--- src/rtl/paint_pkg.sv ---
package paint_pkg;
  localparam int ROWS = 8;
  localparam int COLS = 8;
  localparam int RW   = $clog2(ROWS);
  localparam int CW   = $clog2(COLS);

  typedef struct packed {
    logic [CW-1:0]   col;
    logic [ROWS-1:0] mask;
  } stroke_t;
endpackage

--- src/rtl/paint_row_mask.sv ---
module paint_row_mask
  import paint_pkg::*;
(
  input  logic [RW-1:0]   code,
  output logic [ROWS-1:0] mask
);
  for (genvar b = 0; b < ROWS; b++) begin : g_bit
    assign mask[b] = (code != RW'(ROWS - 1 - b));
  end
endmodule

--- src/rtl/paint_canvas.sv ---
module paint_canvas
  import paint_pkg::*;
(
  input  logic                 clk,
  input  logic                 rst_n,
  input  logic                 wr_en,
  input  logic [CW-1:0]        wr_col,
  input  logic [ROWS-1:0]      wr_word,
  output logic [COLS*ROWS-1:0] words
);
  for (genvar g = 0; g < COLS; g++) begin : g_col
    logic [ROWS-1:0] word_q;
    logic            hit;

    assign hit = wr_en && (wr_col == CW'(g));

    always_ff @(posedge clk or negedge rst_n) begin
      if (!rst_n) begin
        word_q <= '1;
      end else if (hit) begin
        word_q <= wr_word;
      end
    end

    assign words[g*ROWS +: ROWS] = word_q;
  end
endmodule

--- src/rtl/paint_undo_stack.sv ---
module paint_undo_stack
  import paint_pkg::*;
#(
  parameter int DEPTH = 4,
  localparam int NW = $clog2(DEPTH + 1)
) (
  input  logic    clk,
  input  logic    rst_n,
  input  logic    push,
  input  logic    pop,
  input  stroke_t push_data,
  output stroke_t newest,
  output logic [NW-1:0] count
);
  stroke_t       slot_q [DEPTH];
  stroke_t       slot_d [DEPTH];
  logic [NW-1:0] count_q, count_d;
  logic          full;

  assign full = (count_q == NW'(DEPTH));

  always_comb begin
    slot_d  = slot_q;
    count_d = count_q;
    if (pop && count_q != '0) begin
      count_d = count_q - 1'b1;
    end else if (push) begin
      if (full) begin
        for (int i = 0; i < DEPTH - 1; i++) slot_d[i] = slot_q[i+1];
        slot_d[DEPTH-1] = push_data;
      end else begin
        for (int i = 0; i < DEPTH; i++) begin
          if (count_q == NW'(i)) slot_d[i] = push_data;
        end
        count_d = count_q + 1'b1;
      end
    end
  end

  always_ff @(posedge clk or negedge rst_n) begin
    if (!rst_n) begin
      count_q <= '0;
      for (int i = 0; i < DEPTH; i++) slot_q[i] <= '0;
    end else begin
      count_q <= count_d;
      slot_q  <= slot_d;
    end
  end

  always_comb begin
    newest = '0;
    for (int i = 0; i < DEPTH; i++) begin
      if (count_q == NW'(i + 1)) newest = slot_q[i];
    end
  end

  assign count = count_q;
endmodule

--- src/rtl/paint_mem_undo.sv ---
module paint_mem_undo
  import paint_pkg::*;
#(
  parameter int HIST_DEPTH = 4,
  localparam int NW = $clog2(HIST_DEPTH + 1)
) (
  input  logic            clk,
  input  logic            rst_n,
  input  logic            draw_pulse,
  input  logic [RW-1:0]   row_code,
  input  logic [CW-1:0]   col_code,
  input  logic            undo_pulse,
  input  logic [CW-1:0]   rd_col,
  output logic [ROWS-1:0] rd_word,
  output logic [NW-1:0]   hist_count
);
  logic [COLS*ROWS-1:0] canvas_flat;
  logic [ROWS-1:0]      row_mask, cur_word, lit_word, undo_word;
  logic                 undo_ok, draw_ok, wr_en;
  logic [CW-1:0]        wr_col;
  logic [ROWS-1:0]      wr_word;
  stroke_t              newest, push_data;

  paint_row_mask u_mask (
    .code (row_code),
    .mask (row_mask)
  );

  assign cur_word  = canvas_flat[col_code*ROWS +: ROWS];
  assign lit_word  = cur_word & row_mask;
  assign undo_word = ~(canvas_flat[newest.col*ROWS +: ROWS] ^ newest.mask);

  assign undo_ok = undo_pulse && (hist_count != '0);
  assign draw_ok = draw_pulse && !undo_pulse && (lit_word != cur_word);

  always_comb begin
    wr_en   = undo_ok || draw_ok;
    wr_col  = col_code;
    wr_word = lit_word;
    if (undo_ok) begin
      wr_col  = newest.col;
      wr_word = undo_word;
    end
  end

  assign push_data = '{col: col_code, mask: row_mask};

  paint_canvas u_canvas (
    .clk     (clk),
    .rst_n   (rst_n),
    .wr_en   (wr_en),
    .wr_col  (wr_col),
    .wr_word (wr_word),
    .words   (canvas_flat)
  );

  paint_undo_stack #(.DEPTH(HIST_DEPTH)) u_hist (
    .clk       (clk),
    .rst_n     (rst_n),
    .push      (draw_ok),
    .pop       (undo_pulse),
    .push_data (push_data),
    .newest    (newest),
    .count     (hist_count)
  );

  assign rd_word = canvas_flat[rd_col*ROWS +: ROWS];
endmodule

--- config.mk ---
export PLATFORM = sky130hd
export DESIGN_NAME = paint_mem_undo
export DESIGN_NICKNAME = d
export VERILOG_FILES = /design/src/rtl/paint_pkg.sv /design/src/rtl/paint_row_mask.sv /design/src/rtl/paint_canvas.sv /design/src/rtl/paint_undo_stack.sv /design/src/rtl/paint_mem_undo.sv
export SDC_FILE = /design/constraint.sdc
export NUM_CORES = 1
export LEC_CHECK = 0
export ABC_AREA = 1
export BUFFER_PORTS_ARGS = -buffer_cell sky130_fd_sc_hd__buf_2
export CAP_MARGIN = 20
export CORE_ASPECT_RATIO = 2
export CORE_MARGIN = 2
export CORE_UTILIZATION = 35
export CTS_BUF_LIST = sky130_fd_sc_hd__clkbuf_8
export DETAILED_ROUTE_END_ITERATION = 6
export SYNTH_ARGS = -nofsm -noshare
export SYNTH_HDL_FRONTEND = slang
export SYNTH_HIERARCHICAL = 1
export SYNTH_SLANG_ARGS = --single-unit
--- constraint.sdc ---
create_clock -name clk -period 3.75 [get_ports clk]
set_input_delay 0.5625 -clock clk [delete_from_list [all_inputs] [get_ports clk]]
set_output_delay 0.5625 -clock clk [all_outputs]
set_load 0.03 [all_outputs]
==> results.ini, run 1 <==
[cells_and_area]
ff_latch_area_um2=2860
nFillCells=2392
n_antenna_cell=0
final_common_cell=nand2_1
mostFrequentLayoutCells=485 x nand2_1, 160 x nand3_1, 110 x inv_1
final_nets=1200
multi_input_area_um2=4020
fin_area_um2=8220
synthToLayoutAreaGrowth_pct=5.02
drive_above_1_share_pct=12.7
fin_cells=1462

[global_route]
grt_overflow=0
track_usage_pct=23.7
grt_pass1_wl_um=42200
grt_max_degree=73
grt_pass1_vias=7694
antenna_found_initial=0

[floorplan]
die_area_um2=23600
start_util_pct=35.5
die_width_um=110
rows=77
boundaryPins=24
dieHeight_um=215
core_area_um2=22100

[power]
power.density_nw_per_um2=861
power_mw=7.07
leakagePower_nw=4.25
peakVddDrop_mv=0.248

[place]
portBuffers=23
post_dp_cell_area_um2=8020
routabilityCongestion=0.917
hpwlAfterDp_um=20100
place.detailed.instances=1446

[timing]
tns_ns=0
worst_pin_slew_ns=0.979
fmax_mhz=292
fin_worst_skew_ns=0.0155
rsz0062_at_grt=false
max_slew_margin_pct=34.7
finalCritPeriodShare_pct=91.3
setup_viol=0
fin_crit_ns=3.42
slew_violations=0
finalHoldViolCount=0
holdWs_ns=0.256

[critical_path]
crit_required_ns=4.12
crit_chain=inv_1, ha_1, inv_1, nand3_1, nand2_1, nand2_1, nand2_1, buf_4, a21oi_1, o21ai_0, nand3_1, nand2_1, nor2_1, nand3b_1, nand2_1, nand3_1, nand2_1
critical_path_class=flop to flop
cp_max_fo=43
reg2regPathDepth=17
rr_endpoint=u_canvas/g_col[4].word_q[7]
cpMostUsedCell=nand2_1
worstSetupStartpointType=flop
worst-r2r-setup-slack_ns=0.33
cp_slowest_cell=dfrtp_1
reg2reg_from=u_hist/count[0]
critical-path-max-stage-delay_ns=0.50
endpoint_kind=flop
critPathArrivalTime_ns=3.80

[synth]
synthTopCellsByArea=nand2_1 23%, dfstp_2 21%, dfrtp_1 15%, nand3_1 10%, inv_1 5.2%
ys_seq_area_share_pct=36.5
syn_avg_cell_area_um2=6.59
synth_edf_count=0
syn_nets=1206
syn_inst=1187
synthArstFlopShare_pct=100
syn-cell-area_um2=7830
synth_top_area_share_pct=23.3
ys.warnings.count=6
synth_ff_type=dfstp_2
synth_cell_types=36
yosysTopAreaCell=nand2_1
ys_ff_latch=111

[clock_tree]
insertion_delay_ns=0.43
clk_pin_slew_ns=0.11
cts_max_path_buffers=2
h-tree-depth=3
root_buffer=clkbuf_8
ctsHoldBuffers=0
cts_made_buffers=9
cts_tree=yes
clock_sinks=111

[route]
route.detailed.drc=0
drt_iter0_markers=399
via_per_inst=5.33
vias=7796
dr.pass1.iters=5
ant_nets=0
wirelength_um=26700
wl_per_cell_um=18.2

[worst_hold_path]
hold_class=primary input to async pin

[flow_run]
drv_cap=0

[status]
outcome=completed

==> cell families (layout without fill, tap and decap cells) <==
group / Yosys count / count (layout) / synth area share, %
AOI/OAI and AO/OA: 149 / 149 / 10.7
xor gates and xnor gates: 4 / 4 / 0.448
adders and majority gates: 6 / 6 / 0.959
buffers and inverters: 188 / 187 / 12.2
DFF: 111 / 111 / 36.5
and+or+nand+nor: 729 / 729 / 39.2
==> synth_stat cells (2+ instances only) <==
| cell | n |
|---|---|
| nand2_1 | 485 |
| nand3_1 | 160 |
| inv_1 | 108 |
| dfstp_2 | 64 |
| o21ai_0 | 50 |
| a21oi_1 | 49 |
| dfrtp_1 | 47 |
| nor2_1 | 42 |
| buf_2 | 38 |
| nand4_1 | 28 |
| o21ai_1 | 21 |
| clkbuf_1 | 13 |
| o211ai_1 | 10 |
| a221oi_1 | 8 |
| a31oi_1 | 8 |
| buf_6 | 8 |
| bufbuf_8 | 8 |
| ha_1 | 6 |
| nand3b_1 | 5 |
| buf_1 | 4 |
| buf_4 | 3 |
| inv_2 | 3 |
| xor2_1 | 3 |
| nand2_2 | 2 |
| nor2_2 | 2 |
| nor2_4 | 2 |
==> worst max-delay path by stage <==
stage / start / to / slack [ns] / cells past startpoint
after detailed placement: col_code[1] / u_canvas/g_col[3].word_q[5] / 0.40 / 17
after global placement: u_hist/count[0] / u_canvas/g_col[4].word_q[1] / 0.42 / 17
final: u_hist/count[0] / u_canvas/g_col[4].word_q[7] / 0.33 / 17
after global routing: u_hist/count[0] / u_canvas/g_col[2].word_q[5] / 0.01 / 17
after CTS: u_hist/count[0] / u_canvas/g_col[0].word_q[1] / 0.39 / 17
after floorplan: u_hist/count[2] / u_canvas/g_col[1].word_q[0] / 0.33 / 19
==> repair_timing <==
item,CTS,global route
setup endpoints to repair,0,1
setup buffers,0,0
gates resized for setup,0,1
==> where the power goes <==
| group | total, mW | internal, mW | switching, mW |
|---|---|---|---|
| sequential | 2.38 | 1.94 | 0.442 |
| combinational | 3.91 | 1.16 | 2.74 |
| clock | 0.785 | 0.311 | 0.473 |
| total | 7.07 | 3.42 | 3.66 |
==> stage by stage <==
| stage | util [%] | setup WS (ns) |
|---|---|---|
| final | 37.3 | 0.328 |
| after global routing | 37.3 | 0.0149 |
| after CTS | 37.2 | 0.386 |
| after detailed placement | 36.4 | 0.403 |
| after global placement | 36.4 | 0.420 |
| after floorplan | - | 0.326 |
==> final cells by class <==
type / instances / area share, %
Sequential cell: 111 / 34.8
Timing Repair Buffer: 58 / 4.63
Inverter: 113 / 5.19
Tap cell: 276 / 4.20
Clock inverter: 7 / 0.852
Multi-Input combinational cell: 888 / 48.9
Clock buffer: 9 / 1.51
==> layer usage <==
layer  vias to the layer above  global-route usage (%)  share of wire, %
li1                       3795                       -                 -
met3                        79                    2.99               3.9
met2                       268                    43.9                55
met1                      3654                    24.2                35
met5                         -                       0                 0
met4                         0                    14.5               5.8
==> critical path, delay by kind of cell (launching register included) <==
kind | cells | cell delay, ns
compound gates | 2 | 0.21
fa+ha+maj | 1 | 0.40
buf+inv | 3 | 0.68
flops | 1 | 0.50
simple gates | 11 | 1.56
==> state kept, by name, summed over array words and instances (netlist names) <==
signal	flops
u_canvas/g_col.word_q	64
u_hist/count	3
u_hist/slot_q	44
No activity file was read; power rests on OpenSTA's default activity.
==> run 2: changes to the inputs <==
CTS_BUF_LIST = default   (was sky130_fd_sc_hd__clkbuf_8)
==> results.ini, run 2 (synthesized netlist as in run 1, its figures left out) <==
[cells_and_area]
drive_above_1_share_pct=12.6
mostFrequentLayoutCells=485 x nand2_1, 160 x nand3_1, 108 x inv_1
multi_input_area_um2=4010
final_common_cell=nand2_1
synthToLayoutAreaGrowth_pct=6.20
final_nets=1200
largest_register_ffs=64
nFillCells=2383
final_util_pct=37.7
ff_latch_area_um2=2860
fin_cells=1462
largest_register=u_canvas/g_col.word_q
fin_area_um2=8310
n_antenna_cell=0

[timing]
finalCritPeriodShare_pct=90.1
fin_worst_skew_ns=0.0102
fin_crit_ns=3.38
tns_ns=0
worst_pin_slew_ns=0.981
rsz0062_at_grt=false
slew_violations=0
setup_viol=0
finalHoldViolCount=0
fmax_mhz=296
max_slew_margin_pct=34.6

[clock_tree]
root_buffer=clkbuf_16
insertion_delay_ns=0.38
clk_pin_slew_ns=0.08
ctsHoldBuffers=0
cts_tree=yes
clock_sinks=111
postCtsSetupBuffers=0
cts_made_buffers=9
cts_max_path_buffers=2
h-tree-depth=3
ctsResizeCount=0

[global_route]
grt_pass1_wl_um=42100
antenna_found_initial=0
track_usage_pct=23.6
grt_overflow=0
grt_max_degree=73
grt_pass1_vias=7719

[critical_path]
cp_slowest_cell=dfrtp_1
reg2reg_from=u_hist/count[0]
worstSetupStartpointType=flop
crit_buf_inv=3
critical-path-max-stage-delay_ns=0.48
crit_chain=inv_1, ha_1, inv_1, nand3_1, nand2_1, nand2_1, nand2_1, buf_4, nand2_1, o211ai_1, o211ai_1, nand2_1, xor2_1, nand2_1, nand2_1, nand3_1, nand2_1
crit_start=u_hist/count[0]
crit_required_ns=4.07
cpMostUsedCell=nand2_1
critical_path_class=flop to flop
critPathArrivalTime_ns=3.70
worst-path-stages=17
worst-r2r-setup-slack_ns=0.37
cp_max_fo=43
endpoint_kind=flop
crit_family=simple AND/OR/NAND/NOR gates
rr_endpoint=u_canvas/g_col[4].word_q[6]
reg2regPathDepth=17

[place]
routabilityCongestion=0.917
place.detailed.instances=1446
hpwlAfterDp_um=20100
post_dp_cell_area_um2=8020
portBuffers=23

[route]
wirelength_um=26700
vias=7757
drt_iter0_markers=350
route.detailed.drc=0
wl_per_cell_um=18.3
dr.pass1.iters=5
via_per_inst=5.31
ant_nets=0

[power]
leakagePower_nw=4.29
peakVddDrop_mv=0.296
power.density_nw_per_um2=875

[floorplan]
rows=77
boundaryPins=24
die_width_um=110
die_area_um2=23600
dieHeight_um=215
start_util_pct=35.5
core_area_um2=22100

[status]
outcome=completed

[worst_hold_path]
hold_class=primary input to async pin

[flow_run]
drv_cap=0

-- run 2: changes by cell type in the layout (fill, tap and decap cells not counted), moves of 2 or more --
| cell | before | now |
|---|---|---|
| clkbuf_8 | 9 | 0 |
| clkbuf_16 | 0 | 10 |
| inv_1 | 110 | 108 |
| clkbuf_1 | 0 | 2 |
-- run 2: report_power, final --
part	total (mW)	internal (mW)	switching (mW)	leakage [nW]
sequential	2.39	1.94	0.443	1.27
clock	0.999	0.500	0.499	0.143
combinational	3.89	1.16	2.73	2.88
-- run 2: cell type report --
cell class	count	share of cell area [%]
Tap cell	276	4.15
Clock inverter	4	0.391
Timing Repair Buffer	58	4.58
Inverter	113	5.13
Sequential cell	111	34.4
Clock buffer	12	3.10
Multi-Input combinational cell	888	48.3
-- run 2: metal layers --
layer,track usage (%),part of all wire (%),wire (um)
met1,24.1,35,9230
met2,43.5,55,14800
met3,2.72,4.0,1070
met4,15.4,6.1,1630
met5,0,0,0
-- run 2: worst register-to-register path: stages (launching register included) --
cell,delay (ns)
dfrtp_1,0.48
inv_1,0.12
ha_1,0.40
inv_1,0.18
nand3_1,0.13
nand2_1,0.10
nand2_1,0.05
nand2_1,0.09
buf_4,0.40
nand2_1,0.12
o211ai_1,0.11
o211ai_1,0.15
nand2_1,0.13
xor2_1,0.15
nand2_1,0.06
nand2_1,0.36
nand3_1,0.20
nand2_1,0.11
-- run 2: worst max path at each step --
stage | to
global placement | u_canvas/g_col[4].word_q[1]
detailed placement | u_canvas/g_col[3].word_q[5]
floorplan | u_canvas/g_col[1].word_q[0]
CTS | u_canvas/g_col[0].word_q[5]
finish | u_canvas/g_col[4].word_q[6]
global route | u_canvas/g_col[4].word_q[2]
-- run 2: metrics by stage --
step / hold slack [ns] / total power, mW / worst slack, ns
after global placement: 0.449 / 6.18 / 0.420
after global routing: 0.398 / 7.86 / 0.0232
after CTS: 0.361 / 7.25 / 0.391
final: 0.317 / 7.27 / 0.373
after detailed placement: 0.453 / 6.24 / 0.403
after floorplan: 0.267 / 5.33 / 0.326
==> run 3: changes to the inputs <==
GPL_TIMING_DRIVEN = 0   (was default)
==> results.ini, run 3 (synthesized netlist as in run 1, its figures left out) <==
[status]
outcome=completed

[cells_and_area]
final_nets=1242
largest_register_ffs=64
final_util_pct=39.4
synthToLayoutAreaGrowth_pct=11.2
final_common_cell=nand2_1
largest_register=u_canvas/g_col.word_q
drive_above_1_share_pct=15.6
n_antenna_cell=0
mostFrequentLayoutCells=483 x nand2_1, 160 x nand3_1, 107 x inv_1
nFillCells=2415

[route]
drt_iter0_markers=431
ant_nets=0
via_per_inst=5.28
wirelength_um=31200
route.detailed.drc=0
vias=7948
dr.pass1.iters=7
wl_per_cell_um=20.8

[critical_path]
critPathArrivalTime_ns=3.92
reg2regPathDepth=22
cp_max_fo=10
rr_endpoint=u_canvas/g_col[1].word_q[6]
critical_path_class=flop to flop
worst-r2r-setup-slack_ns=0.18
crit_required_ns=4.09
endpoint_kind=flop
reg2reg_from=u_hist/count[2]
crit_start=u_hist/count[2]
worstSetupStartpointType=flop

[global_route]
antenna_found_initial=0
grt_pass1_vias=7976
grt_overflow=0
grt_max_degree=57
track_usage_pct=27.8
grt_pass1_wl_um=47200

[timing]
max_slew_margin_pct=49.5
finalHoldViolCount=0
slew_violations=0
rsz0062_at_grt=false
worst_pin_slew_ns=0.756
tns_ns=0
fmax_mhz=280
fin_crit_ns=3.57
setup_viol=0
fin_worst_skew_ns=0.0134
finalCritPeriodShare_pct=95.3

[clock_tree]
cts_tree=yes
clock_sinks=111
insertion_delay_ns=0.40
ctsHoldBuffers=0
cts_max_path_buffers=2
root_buffer=clkbuf_16
clk_pin_slew_ns=0.08
cts_made_buffers=9
h-tree-depth=3

[place]
portBuffers=21
hpwlAfterDp_um=24700
routabilityCongestion=1.06

[power]
p_seq_share_pct=29.6
intPower_mw=4.02
power.density_nw_per_um2=940
switchingPower_mw=4.16
clockPowerShare_pct=12.6
peakVddDrop_mv=0.323
leakagePower_nw=4.51
pwr-share-comb_pct=57.7
swShare_pct=50.9

[floorplan]
die_width_um=110
die_area_um2=23600
boundaryPins=24
start_util_pct=35.5
core_area_um2=22100
rows=77
dieHeight_um=215

[worst_hold_path]
hold_class=primary input to async pin

[flow_run]
drv_cap=0

run 3: through the flow:
stage | instances | cell area, um^2 | setup WS, ns | hold slack, ns | power, mW
floorplan | 1187 | 7830 | 0.326 | 0.267 | 5.33
detailed placement | 1485 | 8310 | -0.773 | 0.455 | 6.96
global route | 1504 | 8700 | 0.0284 | 0.172 | 8.74
CTS | 1501 | 8650 | 0.00979 | 0.145 | 8.08
finish | 1504 | 8700 | 0.176 | 0.128 | 8.18
global placement | 1484 | 8280 | -0.714 | 0.450 | 6.91
run 3: worst max-delay path by stage:
stage                             endpoint  slack [ns]  cells after the start
2_1_floorplan  u_canvas/g_col[1].word_q[0]        0.33                     19
5_1_grt        u_canvas/g_col[2].word_q[4]        0.03                     21
6_report       u_canvas/g_col[1].word_q[6]        0.18                     22
3_3_place_gp   u_canvas/g_col[3].word_q[0]       -0.71                     18
3_5_place_dp   u_canvas/g_col[3].word_q[7]       -0.77                     18
4_1_cts        u_canvas/g_col[5].word_q[3]        0.01                     19
run 3: final cells by class:
cell class / instances / area [um^2] / share of cell area [%]
clock buffers: 10 / 229 / 2.63
plain buffers: 75 / 566 / 6.50
clock inverters: 6 / 68.8 / 0.791
well taps: 276 / 345 / 3.97
inverters: 113 / 430 / 4.95
flip-flops and latches: 111 / 2860 / 32.8
multi-input cells: 888 / 4040 / 46.5
repair buffers: 25 / 161 / 1.85
run 3: critical path: stages, from the launching register on:
cell	delay, ns
dfrtp_1	0.42
buf_6	0.15
inv_4	0.05
buf_2	0.21
ha_1	0.24
inv_2	0.12
buf_6	0.17
nand2_1	0.06
inv_1	0.05
nand2_1	0.05
nand2_1	0.06
nand2_1	0.10
inv_1	0.22
buf_4	0.25
o21ai_0	0.11
o211ai_1	0.34
nand2_1	0.16
xor2_1	0.15
nand2_1	0.06
nand2_1	0.05
bufbuf_8	0.28
nand3_1	0.08
nand2_1	0.10
run 3: routing by layer:
layer	global-route usage, %	share of wire, %
met5	0	0
met4	25.4	10
met3	3.71	4.7
met2	49.9	53
met1	26.0	32
run 3: power groups by stage:
| stage | clock network [mW] | logic [mW] | registers, mW |
|---|---|---|---|
| CTS | 1.07 | 4.59 | 2.41 |
| global placement | 0 | 4.49 | 2.42 |
| detailed placement | 0 | 4.54 | 2.42 |
| floorplan | 0 | 3.06 | 2.27 |
| global route | 1.11 | 5.14 | 2.49 |
| finish | 1.03 | 4.72 | 2.42 |
run 3: what timing repair did:
action	CTS	global route
resized for setup	16	19
buffers inserted	0	3
endpoints found under the setup margin	64	64
